## config.mk

```make
export PLATFORM = sky130hd
export DESIGN_NAME = ctl_mode_resolve
export DESIGN_NICKNAME = d
export VERILOG_FILES = /design/src/rtl/ctlres_pkg.sv /design/src/rtl/ctlres_decode.sv /design/src/rtl/ctlres_wake.sv /design/src/rtl/ctl_mode_resolve.sv
export SDC_FILE = /design/constraint.sdc
export NUM_CORES = 1
export LEC_CHECK = 0
export CORE_MARGIN = 3
export CORE_UTILIZATION = 30
export DETAILED_ROUTE_END_ITERATION = 8
export GPL_ROUTABILITY_DRIVEN = 0
export GPL_TIMING_DRIVEN = 0
export PLACE_DENSITY_LB_ADDON = 0.12
export SETUP_SLACK_MARGIN = 0.3
export SYNTH_ARGS = -nofsm -noshare
export SYNTH_HDL_FRONTEND = slang
export SYNTH_SLANG_ARGS = --single-unit
```

## constraint.sdc

```tcl
create_clock -name clk -period 2.21 [get_ports clk]
set_clock_uncertainty 0.05 [all_clocks]
set_input_delay 0.221 -clock clk [delete_from_list [all_inputs] [get_ports clk]]
set_output_delay 0.221 -clock clk [all_outputs]
set_load 0.005 [all_outputs]
```

## src/rtl/ctlres_pkg.sv

```systemverilog
package ctlres_pkg;
  localparam int GAIN_W = 3;
  localparam int LIM_W  = 3;
  localparam int DYN_W  = 2;

  typedef struct packed {
    logic              amp_en;
    logic              boost_en;
    logic              in_sel;
    logic [GAIN_W-1:0] gain_idx;
    logic              lim_en;
    logic [LIM_W-1:0]  lim_code;
    logic [DYN_W-1:0]  atk_code;
    logic [DYN_W-1:0]  rel_code;
    logic              fast_wake;
  } ctl_t;

  function automatic logic lim_active(input logic [LIM_W-1:0] code);
    return (code != '0) && (code != '1);
  endfunction
endpackage

```

## src/rtl/ctlres_decode.sv

```systemverilog
module ctlres_decode
  import ctlres_pkg::*;
(
  input  logic                 mode_sw,
  input  logic                 pin_sel,
  input  logic                 pin_gain,
  input  logic                 shdn_n,
  input  logic [3:0]           reg_pwr,
  input  logic [6:0]           reg_lim,
  input  logic [1:0]           reg_gain,
  output ctl_t                 ctl
);
  logic boost_req;
  logic amp_on;
  logic [LIM_W-1:0] code;

  always_comb begin
    code      = reg_lim[LIM_W-1:0];
    boost_req = mode_sw ? reg_pwr[1] : pin_sel;
    amp_on    = shdn_n & (mode_sw ? reg_pwr[0] : 1'b1);

    ctl           = '0;
    ctl.amp_en    = amp_on;
    ctl.boost_en  = amp_on & boost_req;
    ctl.in_sel    = mode_sw ? reg_pwr[2] : pin_sel;
    ctl.fast_wake = mode_sw & reg_pwr[3];
    if (mode_sw) begin
      ctl.gain_idx = {boost_req, reg_gain};
      ctl.atk_code = reg_lim[4:3];
      ctl.rel_code = reg_lim[6:5];
      ctl.lim_en   = amp_on & boost_req & lim_active(code);
      ctl.lim_code = ctl.lim_en ? code : '0;
    end else begin
      // pin mode: input 1 -> 0/6 dB (idx 0/1), input 2 -> 24/30 dB (idx 5/7)
      ctl.gain_idx = pin_sel ? {2'b10, 1'b1} | {1'b0, pin_gain, 1'b0}
                             : {2'b00, pin_gain};
    end
  end
endmodule

```

## src/rtl/ctlres_wake.sv

```systemverilog
module ctlres_wake #(
  parameter int SLOW_CYC = 3000,
  parameter int FAST_CYC = 1000
) (
  input  logic clk,
  input  logic rst_n,
  input  logic en,
  input  logic fast,
  output logic ready
);
  localparam int CNT_W = $clog2(SLOW_CYC + 1);

  logic [CNT_W-1:0] cnt_q, cnt_d, last_cnt;
  logic             rdy_q, rdy_d;

  always_comb begin
    last_cnt = fast ? CNT_W'(FAST_CYC - 1) : CNT_W'(SLOW_CYC - 1);
    cnt_d    = cnt_q;
    rdy_d    = rdy_q;
    if (!en) begin
      cnt_d = '0;
      rdy_d = 1'b0;
    end else if (!rdy_q) begin
      if (cnt_q == last_cnt) begin
        rdy_d = 1'b1;
        cnt_d = '0;
      end else begin
        cnt_d = cnt_q + 1'b1;
      end
    end
  end

  always_ff @(posedge clk or negedge rst_n) begin
    if (!rst_n) begin
      cnt_q <= '0;
      rdy_q <= 1'b0;
    end else begin
      cnt_q <= cnt_d;
      rdy_q <= rdy_d;
    end
  end

  assign ready = rdy_q;

  // a disable always clears ready on the next edge
  a_r10_drop_on_disable: assert property (@(posedge clk) disable iff (!rst_n)
    !en |=> !rdy_q);
  // ready cannot appear while the counter is still mid-count from zero
  a_r9_no_early_ready: assert property (@(posedge clk) disable iff (!rst_n)
    (en && !rdy_q && cnt_q == '0) |=> !rdy_q);
endmodule

```

## src/rtl/ctl_mode_resolve.sv

```systemverilog
module ctl_mode_resolve
  import ctlres_pkg::*;
#(
  parameter int CLK_HZ  = 200_000_000,
  parameter int SLOW_MS = 15,
  parameter int FAST_MS = 5
) (
  input  logic       clk,
  input  logic       rst_n,
  input  logic       mode_sw,
  input  logic       pin_sel,
  input  logic       pin_gain,
  input  logic       shdn_n,
  input  logic [3:0] reg_pwr,
  input  logic [6:0] reg_lim,
  input  logic [1:0] reg_gain,
  output logic       amp_en,
  output logic       boost_en,
  output logic       in_sel,
  output logic [2:0] gain_idx,
  output logic       lim_en,
  output logic [2:0] lim_code,
  output logic [1:0] atk_code,
  output logic [1:0] rel_code,
  output logic       wake_ready
);
  localparam int WAKE_SLOW = (CLK_HZ / 1000) * SLOW_MS;
  localparam int WAKE_FAST = (CLK_HZ / 1000) * FAST_MS;

  ctl_t ctl_d, ctl_q;

  ctlres_decode u_dec (
    .mode_sw (mode_sw),
    .pin_sel (pin_sel),
    .pin_gain(pin_gain),
    .shdn_n  (shdn_n),
    .reg_pwr (reg_pwr),
    .reg_lim (reg_lim),
    .reg_gain(reg_gain),
    .ctl     (ctl_d)
  );

  ctlres_wake #(.SLOW_CYC(WAKE_SLOW), .FAST_CYC(WAKE_FAST)) u_wake (
    .clk  (clk),
    .rst_n(rst_n),
    .en   (ctl_d.amp_en),
    .fast (ctl_d.fast_wake),
    .ready(wake_ready)
  );

  always_ff @(posedge clk or negedge rst_n) begin
    if (!rst_n) ctl_q <= '0;
    else        ctl_q <= ctl_d;
  end

  assign amp_en   = ctl_q.amp_en;
  assign boost_en = ctl_q.boost_en;
  assign in_sel   = ctl_q.in_sel;
  assign gain_idx = ctl_q.gain_idx;
  assign lim_en   = ctl_q.lim_en;
  assign lim_code = ctl_q.lim_code;
  assign atk_code = ctl_q.atk_code;
  assign rel_code = ctl_q.rel_code;

  // boost never runs without the amplifier
  a_r8_boost_needs_amp: assert property (@(posedge clk) disable iff (!rst_n)
    !amp_en |-> !boost_en);
  // limiter only with boost
  a_r5_lim_needs_boost: assert property (@(posedge clk) disable iff (!rst_n)
    lim_en |-> boost_en);
  // an enabled limiter never carries a disabling code
  a_r6_lim_code_valid: assert property (@(posedge clk) disable iff (!rst_n)
    lim_en |-> (lim_code != 3'b000 && lim_code != 3'b111));
  // boosted operation always lands in the upper gain half
  a_r4_boost_gain_high: assert property (@(posedge clk) disable iff (!rst_n)
    boost_en |-> gain_idx[2]);
  // pin mode yields no limiter and no dynamics codes
  a_r7_hw_no_alc: assert property (@(posedge clk) disable iff (!rst_n)
    !mode_sw |=> (!lim_en && atk_code == 2'b00 && rel_code == 2'b00));
  // ready only while enabled
  a_r10_ready_needs_amp: assert property (@(posedge clk) disable iff (!rst_n)
    wake_ready |-> amp_en);
endmodule

```

# After elaboration in Yosys (flattened, before gate mapping)
# Index checks and enable logic that the tools add are counted.
dict set report op_classes {
  n_mux 14
  reduce_logical 2
  eq_ne 3
  add_sub_neg 1
  bitwise_logic 4
}
# operator n
set op_table {}
lappend op_table {{$mux W22} 4}
lappend op_table {{$add A22 B1 Y22 const B} 1}
lappend op_table {{$eq A22 B22 Y1} 1}
lappend op_table {{$mux W3} 3}
lappend op_table {{$mux W8} 1}
lappend op_table {{$mux W1} 6}
lappend op_table {{$and A1 B1 Y1} 4}
lappend op_table {{$ne A3 B3 Y1 const B} 1}
lappend op_table {{$reduce_bool A3 Y1} 1}
lappend op_table {{$ne A2 B2 Y1 const B} 1}
lappend op_table {{$logic_and A1 B1 Y1} 1}
dict set report word_totals {
  wordCells 34
  regBits 37
  input_bits 19
  output_inout_bits 15
}

# Longest topological paths before layout
# Gate-level depths: netlist of run 1.
dict set report depth {
  ltp_word 6
  mapped_depth 7
  depth_no_buf 6
}

# Hierarchy
# Synthesis of run 1 repeated with hierarchy kept, for this count alone.
dict set report unflattened {
  hier_cells 194
  area_unflattened_um2 1856.8
}
# mod cells_per_inst area_per_inst_um2 instances seq_area_each_um2
set modules_own_cells {}
lappend modules_own_cells {ctlres_wake 148 1338.8 1 575.6}
lappend modules_own_cells {ctl_mode_resolve 14 350.3 1 350.3}
lappend modules_own_cells {ctlres_decode 32 167.7 1 0.0}

# Worst setup path before layout of run 1
# No wires, ideal clock.
dict set report synth_timing {
  path_type {register to register}
  start {reg u_wake.cnt_q[15]}
  end {reg u_wake.cnt_q[19]}
  arrival_ps 1684
  path_buffers 1
  period_less_slack_ps 1861
  setup_slack_ps 349
  path_stages_with_launch 7
  cell_sequence {dfrtp_1 or4b_1 nor3_2 o211ai_4 buf_6 a32oi_2 nand3_1}
}
dict set report synth_between {
  elab_chain_cells 4
}
# item line_no
set synth_lines {}
lappend synth_lines {{start: declaration} ctlres_wake.sv:13} ;# logic [CNT_W-1:0] cnt_q, cnt_d, last_cnt;
lappend synth_lines {{start signal: assignment} ctlres_wake.sv:38} ;# cnt_q <= cnt_d;
lappend synth_lines {{$add A22 B1 Y22 / $eq A22 B22 Y1 (equally long branches)} {ctlres_wake.sv:28, ctlres_wake.sv:24}}
lappend synth_lines {{$mux W22 *} ctlres_wake.sv:24} ;# if (cnt_q == last_cnt) begin
lappend synth_lines {{$mux W22 *} ctlres_wake.sv:23} ;# end else if (!rdy_q) begin
lappend synth_lines {{$mux W22 *} ctlres_wake.sv:20} ;# if (!en) begin
# Every way passes the cells marked *; elsewhere a longest branch is shown, timed or not. The select of a mux whose other input is x is not followed.
# A chain may end at the register's enable or synchronous reset.

# Worst setup path after layout of run 1
dict set report layout_timing {
  start {reg u_wake.cnt_q[10]}
  end {reg u_wake.cnt_q[19]}
}
# Same word-level chain as after synthesis.

==> impl_results.md, run 1 <==
- Cells after DPL: 303
- # fillers: 610
- Initial Utilization: 0.3118
- Leak pwr: 1.021 nW
- Number of nets in the layout: 260
- WP data required: 2.33 ns
- Place WS: -0.2433 ns
- Yosys warns: 0
- Largest net degree at the start of global routing: 38
- Area share of the leading cell type in the synthesized netlist: 0.4987
- DRC errors left: 0
- Initial antenna violation count: 0
- Worst vdd ir: 198.8 uV
- Crit path DAT: 2.06 ns
- Largest area contributor in the netlist: dfrtp_1
- Synth top area cells: dfrtp_1, nand2_1, nand3_1
- Commonest non-fill, non-tap cell in the layout: dfrtp_1
- Setup ws final: 0.2742 ns
- Post-route insts no fill: 315
- Gr usage total: 0.1495
- Final Util: 0.4176
- Power, Total: 1.303 mW
- Register area share after synthesis: 0.4987
- Crit path capture type: flip-flop
- GRT overflow: 0
- H-tree depth: 2
- Outcome: finished with violations
- WL/cell: 15.28 um
- Synthesized area per cell: 9.522 um^2
- I/O Buffers: 33
- EDFF count, synth: 0
- Area growth syn-to-layout: 33.96%
- Clock latency at the later pin of the worst-skew pair: 0.29 ns
- First-pass GRT wire length: 8.556 mm
- Drt total wl: 4.813 mm
- # setup viols final: 0
- Failing checks: hold timing
- Relative slew slack: 0.4594
- Crit path kind: reg -> reg
- Std cell rows: 28
- Mapped cell area: 1857 um^2
- Hold-fix buffers at CTS: 0
- Max Cap Viol: 0
- Max Slew Vio Count: 0
- CTS Buf Count: 5
- Gate Count Post-Synth: 195
- Die Area: 7169 um^2
- Layout cell share with drive strength beyond 1: 0.1708
- Fin area: 2487 um^2
- Synth unique cells: 43
- I/O pin count: 34
- Sum Neg Setup Slack: 0 ns
- #FFs+latches synth: 37
- Predominant post-synthesis flop cell: dfrtp_1
- Vias in the first global route: 1735
- Longest Clk Path Bufs: 2
- Clock Pin Slew Worst Setup and Hold Paths: 0.07 ns
- Die H: 84.67 um
- Fmax: 0.5166 GHz
- Die width: 84.67 um
- Detail Route Antenna Nets: 0
- Initial DRC Count: 115
- CP max FO: 7
- Hold Crit Class: in -> async
- Num Clock Sinks: 37
- Measured slew at the worst slew-check pin: 0.8109 ns
- Commonest cells after routing, fill and taps aside: dfrtp_1, clkdlybuf4s50_1, nand2_1
- Hold Slack: -0.02811 ns
- Tcrit/Tclk final: 0.8759
- Antenna diodes: 0
- Root Buffer: clkbuf_8
- Via count: 1647
- Area of placed instances: 2276 um^2
- Drt first pass iters: 4
- TritonCTS clock tree: built
- Post-layout min period: 1.936 ns
- HPWL after detailed placement: 3.305 mm
- PwrDens: 523.7 nW/um^2
- Unrepaired setup endpoints after global routing: true
- Via density: 5.229
- Core Area: 5956 um^2
- CP Launch Type: flip-flop
- Async SR Flop Fraction: 1.000
- Mapped Nets: 215
- Fin. Hold Viols: 37
[worst max-delay path, stage by stage, from the launching register on]
cell      delay, ns
dfrtp_2        0.45
or4b_4         0.54
nor3_4         0.23
o211ai_4       0.14
buf_6          0.17
a32oi_2        0.13
nand3_1        0.09
[what timing repair did]
item,CTS,global route
pin swaps,3,8
gates resized for setup,8,16
endpoints found under the hold margin,0,0
gates cloned,1,0
setup buffers,3,1
setup endpoints to repair,22,16
[cell families after synthesis]
kind of cell | after synthesis | synth area share
buffers and inverters | 13 | 0.03099
adders and majority gates | 1 | 0.006737
AOI/OAI and AO/OA | 33 | 0.1226
and+or+nand+nor | 104 | 0.3080
DFF | 37 | 0.4987
xor gates and xnor gates | 7 | 0.03302
[state kept, by name, summed over array words and instances, names as in the netlist]
signal / cells
u_wake.cnt_q: 22
in_sel: 1
lim_en: 1
lim_code: 3
gain_idx: 3
amp_en: 1
boost_en: 1
u_wake.ready: 1
rel_code: 2
atk_code: 2
[cells in the mapped netlist, drive strengths merged, types with 2 or more instances]
library cell,number
a21oi,8
a311oi,2
a31oi,9
and2,4
and3,6
and4b,2
buf,3
clkbuf,6
dfrtp,37
inv,4
nand2,31
nand3,15
nand4,8
nor2,16
nor3,5
nor4,4
nor4b,2
o211ai,3
o21ai,7
or3,3
or4b,2
xnor2,4
xor2,3
[cell type report]
type | count | area [um^2] | area share
sequential | 37 | 930.9 | 0.3742
clock buffer | 7 | 86.33 | 0.03471
buffer | 9 | 46.29 | 0.01861
multi-input combinational | 145 | 950.9 | 0.3823
timing repair buffer | 38 | 364.1 | 0.1464
inverter | 4 | 15.01 | 0.006036
tap | 75 | 93.84 | 0.03773
[worst paths after layout]
check                            startpoint               end  cells past startpoint  slack, ns
max in group asynchronous             rst_n   u_wake.cnt_q[7]                      1       1.58
setup / recovery           u_wake.cnt_q[10]  u_wake.cnt_q[19]                      6       0.27
hold reg to reg             u_wake.cnt_q[3]   u_wake.cnt_q[3]                      1       0.48
setup reg to reg           u_wake.cnt_q[10]  u_wake.cnt_q[19]                      6       0.27
min in group clk                 reg_pwr[2]            in_sel                      3       0.42
hold / removal                        rst_n            in_sel                      1      -0.03
[report_power, final]
group | internal (mW) | switching, mW | total [mW]
combinational | 0.0650 | 0.0576 | 0.123
sequential | 0.693 | 0.00716 | 0.700
clock | 0.247 | 0.232 | 0.480
total | 1.01 | 0.297 | 1.30
[per-layer routing]
metal,part of all wire,track usage,routed length [um],up-vias
met2,0.47,0.2335,2284,48
met5,0,0,0,-
met1,0.45,0.1979,2165,792
li1,-,-,-,800
met4,0.015,0.05755,74,0
met3,0.060,0.04024,288,7
Power figures use the tool's default switching activity.
==> run 2: changes to the inputs <==
--- a/config.mk
+++ b/config.mk
@@ -12,6 +12,8 @@
 export GPL_TIMING_DRIVEN = 0
 export PLACE_DENSITY_LB_ADDON = 0.12
 export SETUP_SLACK_MARGIN = 0.3
+export SKIP_LAST_GASP = 1
 export SYNTH_ARGS = -nofsm -noshare
 export SYNTH_HDL_FRONTEND = slang
+export SYNTH_HIERARCHICAL = 1
 export SYNTH_SLANG_ARGS = --single-unit
==> impl_results.md, run 2 <==
- Area share of the leading cell type in the synthesized netlist: 0.4987 (unchanged)
- WL/cell: 14.24 um (-6.8%)
- EDFF count, synth: 0 (unchanged)
- Slowest CP cell: or4_4
- GRT overflow: 0 (unchanged)
- CP max FO: 6 (-1)
- Hold path endpoint: boost_en
- Largest area contributor in the netlist: dfrtp_1
- Max Cap Viol: 0 (unchanged)
- Hold Path Depth: 2
- Die Area: 7169 um^2 (unchanged)
- Commonest cells after routing, fill and taps aside: dfrtp_1, clkdlybuf4s50_1, nor2_1
- Die width: 84.67 um (unchanged)
- WP data required: 2.34 ns (about the same)
- Fin. Hold Viols: 0 (-100%)
- Crit path capture type: flip-flop
- Drt total wl: 4.501 mm (-6.5%)
- Tcrit/Tclk final: 0.8598 (-0.01611)
- I/O Buffers: 33 (unchanged)
- Area growth syn-to-layout: 35.11%
- Worst reg-to-reg setup slack: 0.31 ns (+0.04 ns)
- Via density: 4.861 (-7.0%)
- Mapped Nets: 214 (-0.47%)
- Longest Clk Path Bufs: 2 (unchanged)
- Number of nets in the layout: 262 (+0.77%)
- Most common library cells after synthesis: dfrtp_1, nor2_1, nand2_1, nand3_1, nor3_1
- Die H: 84.67 um (unchanged)
- PwrDens: 510.1 nW/um^2 (-2.6%)
- Outcome: completed
- Root Buffer: clkbuf_8
- Via count: 1536 (-6.7%)
- Max Slew Vio Count: 0 (unchanged)
- Critical R2R Launch: u_wake/cnt_q[6]
- Worst vdd ir: 249.9 uV (+26%)
- Synthesized area per cell: 9.571 um^2 (+0.52%)
- Antenna diodes: 0 (unchanged)
- Final Util: 0.4212 (+0.003571)
- Crit path DAT: 2.03 ns (-0.03 ns)
- I/O pin count: 34 (unchanged)
- Clock latency at the later pin of the worst-skew pair: 0.29 ns (about the same)
- First-pass GRT wire length: 7.997 mm (-6.5%)
- Drt first pass iters: 4 (unchanged)
- Clock Pin Slew Worst Setup and Hold Paths: 0.07 ns (about the same)
- RR Endpoint: u_wake/cnt_q[7]
- Std cell rows: 28 (unchanged)
- Core Area: 5956 um^2 (unchanged)
- Setup ws final: 0.3098 ns (+0.03559 ns)
- TritonCTS clock tree: built
- Hold Crit Start: mode_sw
- Synth top area cells: dfrtp_1, nor2_1, nand2_1
- CP cell instances: nor4bb_1, nand4_1, buf_4, or4_4, nand2_4, nor2_1
- Place WS: -0.5167 ns (-0.2735 ns)
- Num Clock Sinks: 37 (unchanged)
- Async SR Flop Fraction: 1.000 (unchanged)
- CP peak stage delay: 0.52 ns (-0.02 ns)
- Post-layout min period: 1.900 ns (-0.03560 ns)
- CTS Buf Count: 5 (unchanged)
- Biggest register: u_wake/cnt_q
- Layout cell share with drive strength beyond 1: 0.1452 (-0.02561)
- Unrepaired setup endpoints after global routing: true
- Synth unique cells: 42 (-2.3%)
- H-tree depth: 2 (unchanged)
- Crit path kind: reg -> reg
- #FFs+latches synth: 37 (unchanged)
- Largest net degree at the start of global routing: 26 (-32%)
- Detail Route Antenna Nets: 0 (unchanged)
- Yosys warns: 6 (+6)
- Predominant post-synthesis flop cell: dfrtp_1
- Leak pwr: 1.072 nW (+5.0%)
- Register area share after synthesis: 0.4987 (unchanged)
- Gr usage total: 0.1393 (-0.01022)
- Most common cell in the netlist: dfrtp_1
- Mapped cell area: 1857 um^2 (unchanged)
- Commonest non-fill, non-tap cell in the layout: dfrtp_1
- FF-to-FF path depth: 6 (unchanged)
- Vias in the first global route: 1619 (-6.7%)
- HPWL after detailed placement: 3.312 mm (+0.20%)
- DRC errors left: 0 (unchanged)
- # setup viols final: 0 (unchanged)
- Relative slew slack: 0.6472 (+0.1878)
- Measured slew at the worst slew-check pin: 0.5292 ns (-0.2817 ns)
- Hold Crit Class: in -> reg
- Initial Utilization: 0.3118 (unchanged)
- Max reg flops: 22 (unchanged)
- Fmax: 0.5263 GHz (+1.9%)
- Initial antenna violation count: 0 (unchanged)
- Gate Count Post-Synth: 194 (-0.51%)
- CP Launch Type: flip-flop
- Initial DRC Count: 80 (-30%)
run 2: worst max-delay path by stage:
stage / startpoint / endpoint / depth (start not counted)
after floorplan: u_wake/cnt_q[0] / u_wake/cnt_q[7] / 6
after global placement: mode_sw / u_wake/cnt_q[5] / 8
after detailed placement: mode_sw / u_wake/cnt_q[5] / 8
after CTS: u_wake/cnt_q[0] / u_wake/cnt_q[21] / 6
after global routing: u_wake/cnt_q[6] / u_wake/cnt_q[11] / 6
final: u_wake/cnt_q[6] / u_wake/cnt_q[7] / 6
run 2: kinds of logic (layout without fill, tap and decap cells):
group           count (synthesis)  after routing  share of synthesized area
fa+ha+maj                       1              1                   0.006737
mux                             1              1                    0.01213
compound gates                 22             22                    0.08491
flops                          37             37                     0.4987
simple gates                  110            110                     0.3167
buf+inv                        11             58                    0.02426
xor+xnor                       12             12                    0.05660
run 2: power by group:
| group | internal (mW) | switching, mW | leakage, nW |
|---|---|---|---|
| combinational | 0.0795 | 0.0620 | 0.535 |
| clock | 0.208 | 0.233 | 0.0399 |
| sequential | 0.692 | 0.00550 | 0.497 |
run 2: worst max-delay path, delay by kind of cell, from the launching register on:
family | cells | cell delay (ns)
buf+inv | 1 | 0.18
simple gates | 5 | 1.11
flops | 1 | 0.44
run 2: area by class of cell:
class                      count  area (um^2)
multi-input combinational    146        962.2
fill                         605         3447
timing repair buffer          41        395.4
sequential                    37        928.4
tap                           75        93.84
inverter                       6        22.52
clock buffer                   5        68.82
clock inverter                 1        5.005
buffer                         5        32.53
run 2: per-stage QoR:
step / instance area [um^2] / instances / TNS (ns) / power [mW] / hold WS, ns
finish: 2509 / 316 / 0 / 1.280 / 0.1313
detailed placement: 2296 / 303 / -7.543 / 0.8447 / 0.09957
floorplan: 1857 / 194 / 0 / 0.7526 / -0.1246
global route: 2509 / 316 / 0 / 1.355 / 0.1497
CTS: 2462 / 314 / 0 / 1.304 / 0.2961
global placement: 2281 / 302 / -13.71 / 0.8411 / 0.5007
run 2: timing repair:
item                       in CTS  in global routing
pin swaps                       4                 10
hold endpoints to repair       12                  0
hold buffers                    1                  0
gates resized for setup        13                 11
setup endpoints to repair      22                 19
buffers inserted                4                  2
run 2: routing by layer:
metal	vias to the layer above	track usage	routed length [um]
li1	773	-	-
met1	726	0.1848	2079
met2	31	0.2228	2129
met3	6	0.04220	240
met4	0	0.03453	51
met5	-	0	0
